[src/rtl/flash_sup_pkg.sv]
package flash_sup_pkg;
  typedef enum logic [2:0] {
    ST_IDLE    = 3'd0,
    ST_CHARGE  = 3'd1,
    ST_HOLD    = 3'd2,
    ST_REFRESH = 3'd3,
    ST_HALT    = 3'd4
  } sup_state_e;

  localparam int unsigned SYNC_STAGES_DEF = 2;
endpackage

[src/rtl/fs_sync.sv]
module fs_sync #(
  parameter int unsigned WIDTH  = 1,
  parameter int unsigned STAGES = 2
) (
  input  logic             clk_i,
  input  logic             rst_ni,
  input  logic [WIDTH-1:0] d_i,
  output logic [WIDTH-1:0] q_o
);
  logic [STAGES-1:0][WIDTH-1:0] stg_q;

  always_ff @(posedge clk_i or negedge rst_ni) begin
    if (!rst_ni) stg_q[0] <= '0;
    else         stg_q[0] <= d_i;
  end

  for (genvar i = 1; i < STAGES; i++) begin : g_stage
    always_ff @(posedge clk_i or negedge rst_ni) begin
      if (!rst_ni) stg_q[i] <= '0;
      else         stg_q[i] <= stg_q[i-1];
    end
  end

  assign q_o = stg_q[STAGES-1];
endmodule

[src/rtl/fs_rise.sv]
module fs_rise (
  input  logic clk_i,
  input  logic rst_ni,
  input  logic lvl_i,
  output logic rise_o
);
  logic lvl_q;

  always_ff @(posedge clk_i or negedge rst_ni) begin
    if (!rst_ni) lvl_q <= 1'b0;
    else         lvl_q <= lvl_i;
  end

  assign rise_o = lvl_i & ~lvl_q;
endmodule

[src/rtl/fs_charge_fsm.sv]
module fs_charge_fsm
  import flash_sup_pkg::*;
(
  input  logic       clk_i,
  input  logic       rst_ni,
  input  logic       en_i,
  input  logic       en_rise_i,
  input  logic       trig_i,
  input  logic       hit_i,
  input  logic       reg_off_i,
  input  logic       reg_low_i,
  output logic       run_o,
  output logic       done_no,
  output sup_state_e state_o
);
  sup_state_e state_q, state_d;
  logic       charged;

  always_comb begin
    state_d = state_q;
    if (!en_i) begin
      state_d = ST_IDLE;
    end else begin
      unique case (state_q)
        ST_IDLE:    if (en_rise_i) state_d = ST_CHARGE;
        ST_CHARGE:  if (hit_i) state_d = ST_HOLD;
        ST_HOLD:    if (!reg_off_i && reg_low_i && !trig_i) state_d = ST_REFRESH;
        ST_REFRESH: begin
          if (trig_i)     state_d = ST_HALT;
          else if (hit_i) state_d = ST_HOLD;
        end
        ST_HALT:    if (!trig_i) state_d = ST_REFRESH;
        default:    state_d = ST_IDLE;
      endcase
    end
  end

  always_ff @(posedge clk_i or negedge rst_ni) begin
    if (!rst_ni) state_q <= ST_IDLE;
    else         state_q <= state_d;
  end

  // done stays asserted through top-up and halt so the driver remains enabled
  assign charged = (state_q == ST_HOLD) || (state_q == ST_REFRESH) || (state_q == ST_HALT);
  assign done_no = ~(en_i & charged);
  // trigger gates a refresh run combinationally for an immediate halt
  assign run_o   = en_i & ((state_q == ST_CHARGE) || ((state_q == ST_REFRESH) && !trig_i));
  assign state_o = state_q;

  p_halt_hold_r10: assert property (@(posedge clk_i) disable iff (!rst_ni)
    (state_q == ST_HALT && trig_i && en_i) |=> (state_q == ST_HALT));

  p_regoff_no_topup_r4: assert property (@(posedge clk_i) disable iff (!rst_ni)
    (state_q == ST_HOLD && reg_off_i) |=> (state_q != ST_REFRESH));

  p_charge_needs_rise_r2: assert property (@(posedge clk_i) disable iff (!rst_ni)
    ($past(state_q) == ST_IDLE && state_q == ST_CHARGE) |-> $past(en_rise_i));
endmodule

[src/rtl/fs_interlock.sv]
module fs_interlock (
  input  logic clk_i,
  input  logic rst_ni,
  input  logic trig_a_i,
  input  logic trig_b_i,
  input  logic en_i,
  input  logic done_ni,
  output logic trig_o,
  output logic drv_o
);
  logic allow;
  logic drv_q;

  assign trig_o = trig_a_i & trig_b_i;
  assign allow  = ~en_i | ~done_ni;

  always_ff @(posedge clk_i or negedge rst_ni) begin
    if (!rst_ni) drv_q <= 1'b0;
    else         drv_q <= trig_o & allow;
  end

  assign drv_o = drv_q;

  p_lock_first_charge_r8: assert property (@(posedge clk_i) disable iff (!rst_ni)
    (en_i && done_ni) |=> !drv_q);

  p_drv_latency_r11: assert property (@(posedge clk_i) disable iff (!rst_ni)
    drv_q |-> $past(trig_a_i && trig_b_i));
endmodule

[src/rtl/flash_charge_sup.sv]
module flash_charge_sup
  import flash_sup_pkg::*;
#(
  parameter int unsigned SYNC_STAGES = SYNC_STAGES_DEF
) (
  input  logic clk_i,
  input  logic rst_ni,
  input  logic chg_en_i,
  input  logic trig_a_i,
  input  logic trig_b_i,
  input  logic target_hit_i,
  input  logic reg_off_i,
  input  logic reg_low_i,
  output logic run_o,
  output logic done_no,
  output logic drv_o
);
  localparam int unsigned NSYNC = 3;

  logic [NSYNC-1:0] raw_in, syn_in;
  logic             en_s, en_rise, trig_eff, done_n;
  sup_state_e       state;

  assign raw_in = {trig_b_i, trig_a_i, chg_en_i};

  fs_sync #(.WIDTH(NSYNC), .STAGES(SYNC_STAGES)) u_sync (
    .clk_i, .rst_ni, .d_i(raw_in), .q_o(syn_in)
  );

  assign en_s = syn_in[0];

  fs_rise u_rise (
    .clk_i, .rst_ni, .lvl_i(en_s), .rise_o(en_rise)
  );

  fs_charge_fsm u_fsm (
    .clk_i, .rst_ni,
    .en_i(en_s), .en_rise_i(en_rise), .trig_i(trig_eff),
    .hit_i(target_hit_i), .reg_off_i, .reg_low_i,
    .run_o, .done_no(done_n), .state_o(state)
  );

  fs_interlock u_lock (
    .clk_i, .rst_ni,
    .trig_a_i(syn_in[1]), .trig_b_i(syn_in[2]),
    .en_i(en_s), .done_ni(done_n),
    .trig_o(trig_eff), .drv_o
  );

  assign done_no = done_n;

  p_run_drv_excl_r9: assert property (@(posedge clk_i) disable iff (!rst_ni)
    !(run_o && drv_o));

  p_off_done_high_r5: assert property (@(posedge clk_i) disable iff (!rst_ni)
    (!en_s) |-> (done_no && !run_o));

  p_single_trig_r7: assert property (@(posedge clk_i) disable iff (!rst_ni)
    (!syn_in[1] || !syn_in[2]) |=> !drv_o);

  p_state_legal: assert property (@(posedge clk_i) disable iff (!rst_ni)
    state inside {ST_IDLE, ST_CHARGE, ST_HOLD, ST_REFRESH, ST_HALT});
endmodule

[config.mk]
export PLATFORM = sky130hd
export DESIGN_NAME = flash_charge_sup
export DESIGN_NICKNAME = d
export VERILOG_FILES = /design/src/rtl/flash_sup_pkg.sv /design/src/rtl/fs_sync.sv /design/src/rtl/fs_rise.sv /design/src/rtl/fs_charge_fsm.sv /design/src/rtl/fs_interlock.sv /design/src/rtl/flash_charge_sup.sv
export SDC_FILE = /design/constraint.sdc
export NUM_CORES = 1
export LEC_CHECK = 0
export ABC_AREA = 1
export CORE_AREA = 2 2 39 41
export CTS_CLUSTER_DIAMETER = 100
export DETAILED_ROUTE_END_ITERATION = 6
export DIE_AREA = 0 0 41 43
export GPL_ROUTABILITY_DRIVEN = 0
export SYNTH_ARGS = -nofsm -noshare
export SYNTH_HDL_FRONTEND = slang
export SYNTH_SLANG_ARGS = --single-unit
[constraint.sdc]
create_clock -name clk_i -period 1.02 [get_ports clk_i]
set_clock_uncertainty 0.05 [all_clocks]
set_input_delay 0.204 -clock clk_i [delete_from_list [all_inputs] [get_ports clk_i]]
set_output_delay 0.204 -clock clk_i [all_outputs]
set_load 0.1 [all_outputs]
==> impl_metrics.ini <==
[routing]
wl_per_cell_um = 9.98
route.detailed.vias_per_inst = 4.51
route.detailed.drc = 0
ant_nets = 0
vias = 451
wl_um = 998
drtIter0Drc = 3
first_pass_iters = 2

[floorplan]
dieHeight_um = 43
die_area_mm2 = 0.00176
io_pins = 11
core_area_mm2 = 0.00138
die_x_um = 41
start_util_pct = 35.4
rows = 14

[critical_path]
crit_required_ps = 770
cp-end-kind = output pin
worst-path-max-fanout = 3
critPathKind = register to output pin
startpoint_type = register
cp.arrival_ps = 1220

[layout]
fin_cells = 100
drive_above_1_share_pct = 44.0
finalNetCount = 93
n_antenna_cell = 0
fillers = 129
design_area_um2 = 812
area_delta_synth_final_pct = 65.6

[clock_tree]
tritoncts = yes
insertion_delay_ps = 260
numClockSinks = 11
ctsLongestPathBuffers = 2
clk_pin_slew_ps = 70
cts_buffers = 3
root_buffer = clkbuf_4
htree_levels = 1

[global_routing]
grt_max_degree = 12
gr-total-overflow = 0
grt_pass1_wl_um = 1730
grt_use_total_pct = 14.3
grt_pass1_vias = 450
antenna_found_initial = 0

[sta]
finalSetupViolations = 6
fin_crit_sh_pct = 144
slew_headroom_pct = 82.9
drv_slew = 0
worst_pin_slew_ps = 255
setup_ws_ps = -451
hold_viol = 0
fmaxAchievable_ghz = 0.680
period_minus_slack_ps = 1470
rsz0062_at_grt = true

[synth]
synth.cell_area_um2 = 490
ys_warn_count = 0
muxShareOfSynthArea_pct = 0
synth_top_family_by_area = simple AND/OR/NAND/NOR gates
synth_fp_nets = 65
synth_fa_ha_area_share_pct = 0
yosys.cell_types.count = 15
synth_xor_area_share_pct = 0
synth_simple_gate_area_share_pct = 29.3
synth-compound-area-share_pct = 8.42
ys_seq_elements = 11
yosysSeqAreaShare_pct = 56.1
synth_top_cell_area_share_pct = 56.1
synth_area_leader_cell = dfrtp_1
avgSynthCellArea_um2 = 8.60
synth_area_leaders = dfrtp_1 (56%), nand2_1 (12%), inv_1 (4.6%)
syn_inst = 57

[run]
max_cap_violations = 0

[pwr]
pwr_density_cell_mw_per_mm2 = 1720
power.leakage_uw = 0.000401
irDropWorstVdd_mv = 0.926

[status]
status = finished with violations
violations = negative setup slack

[placed_design]
place_hpwl_um = 784
placed_cell_area_um2 = 743
place_inst = 94
io_buffers = 10

[hold_path]
hold_class = input port to async pin
==> report_power, final <==
| part | switching [µW] | total (µW) | leakage, µW | internal [µW] |
|---|---|---|---|---|
| Sequential | 31.5 | 506 | 0.000133 | 475 |
| Combinational | 333 | 607 | 0.000254 | 274 |
| Clock | 129 | 280 | 0.0000150 | 151 |
==> cells in the final DEF (no fill, tap or decap) <==
master           instances
inv_1                    5
o21ai_2                  2
nor2_4                   2
dfrtp_2                  2
clkdlybuf4s50_1          7
nor2_2                   2
buf_4                   12
nand4_1                  1
o21ai_1                  1
nand3_1                  3
dfrtp_1                  9
a211o_1                  1
buf_12                   3
nand2_4                  1
nor2_1                   5
nand2_1                 13
clkbuf_4                 3
o32ai_2                  1
nand2_2                  3
clkbuf_1                 1
inv_2                    3
buf_6                    1
nand3_2                  2
o21ai_0                  1
==> through the flow <==
| stage | total power (µW) | util, % | TNS [ps] | setup slack, ps | hold WS (ps) |
|---|---|---|---|---|---|
| floorplan | 834 | - | -677 | -353 | -142 |
| global placement | 1080 | 53.7 | -1090 | -293 | 283 |
| detailed placement | 1090 | 53.7 | -1220 | -294 | 288 |
| CTS | 1390 | 57.4 | -1730 | -466 | 182 |
| global route | 1490 | 58.7 | -2220 | -534 | 206 |
| finish | 1390 | 58.7 | -1660 | -451 | 184 |
==> area by class of cell <==
cell class,count,area [µm²],share of cell area [%]
inverter,8,30.0,3.70
timing repair buffer,23,231,28.5
clock buffer,4,26.3,3.24
tap,16,20.0,2.47
multi-input combinational,38,226,27.9
sequential,11,278,34.2
==> path summary, 6_finish.rpt <==
check	start	end	slack, ps	depth (start not counted)
worst min register to register	u_sync.stg_q[2]	u_sync.q_o[2]	300	0
max in group asynchronous	rst_ni	u_lock.drv_o	580	2
min in group clk_i	u_sync.stg_q[2]	u_sync.q_o[2]	300	0
worst max-delay path	u_fsm.state_o[0]	run_o	-450	5
worst min-delay path	rst_ni	u_sync.stg_q[0]	180	2
worst max register to register	u_fsm.state_o[1]	u_fsm.state_o[1]	-280	8
==> registers in the layout, indices dropped and copies added, names as in the netlist <==
signal	flops
u_fsm.state_o	3
u_lock.drv_o	1
u_rise.lvl_q	1
u_sync.q_o	3
u_sync.stg_q	3
==> worst max-delay path, cell delays in order, from the launching register on <==
cell and delay [ps]:
dfrtp_1 370, inv_2 60, nor2_2 140, nand2_2 90
nor2_4 120, buf_12 180
==> layer usage <==
layer	vias up	part of all wire (%)	GRT usage, %
met2	6	49	22.2
met1	204	47	19.6
met5	-	0	0
met4	0	0.50	6.00
met3	2	2.9	1.57
li1	239	-	-
==> cells in the mapped netlist <==
cell / number
nand2_1: 16
dfrtp_1: 11
inv_1: 6
nor2_1: 6
nand3_1: 4
nor2_2: 3
inv_2: 2
o21ai_0: 2
a211o_1: 1
nand2_2: 1
nand3_2: 1
nand4_1: 1
o21ai_1: 1
o21ai_2: 1
o32ai_1: 1
==> cell families (layout without fill, tap and decap cells) <==
group,Yosys count,in the layout
AO/OA/AOI/OAI,6,6
buffers and inverters,8,35
flip-flops,11,11
AND/OR/NAND/NOR,32,32
==> repair_timing <==
action	CTS	global route
hold endpoints to repair	0	0
pin swaps	1	1
setup buffers	1	1
hold buffers	0	0
endpoints found under the setup margin	7	7
gates resized for setup	5	2
Power figures use the tool's default switching activity.
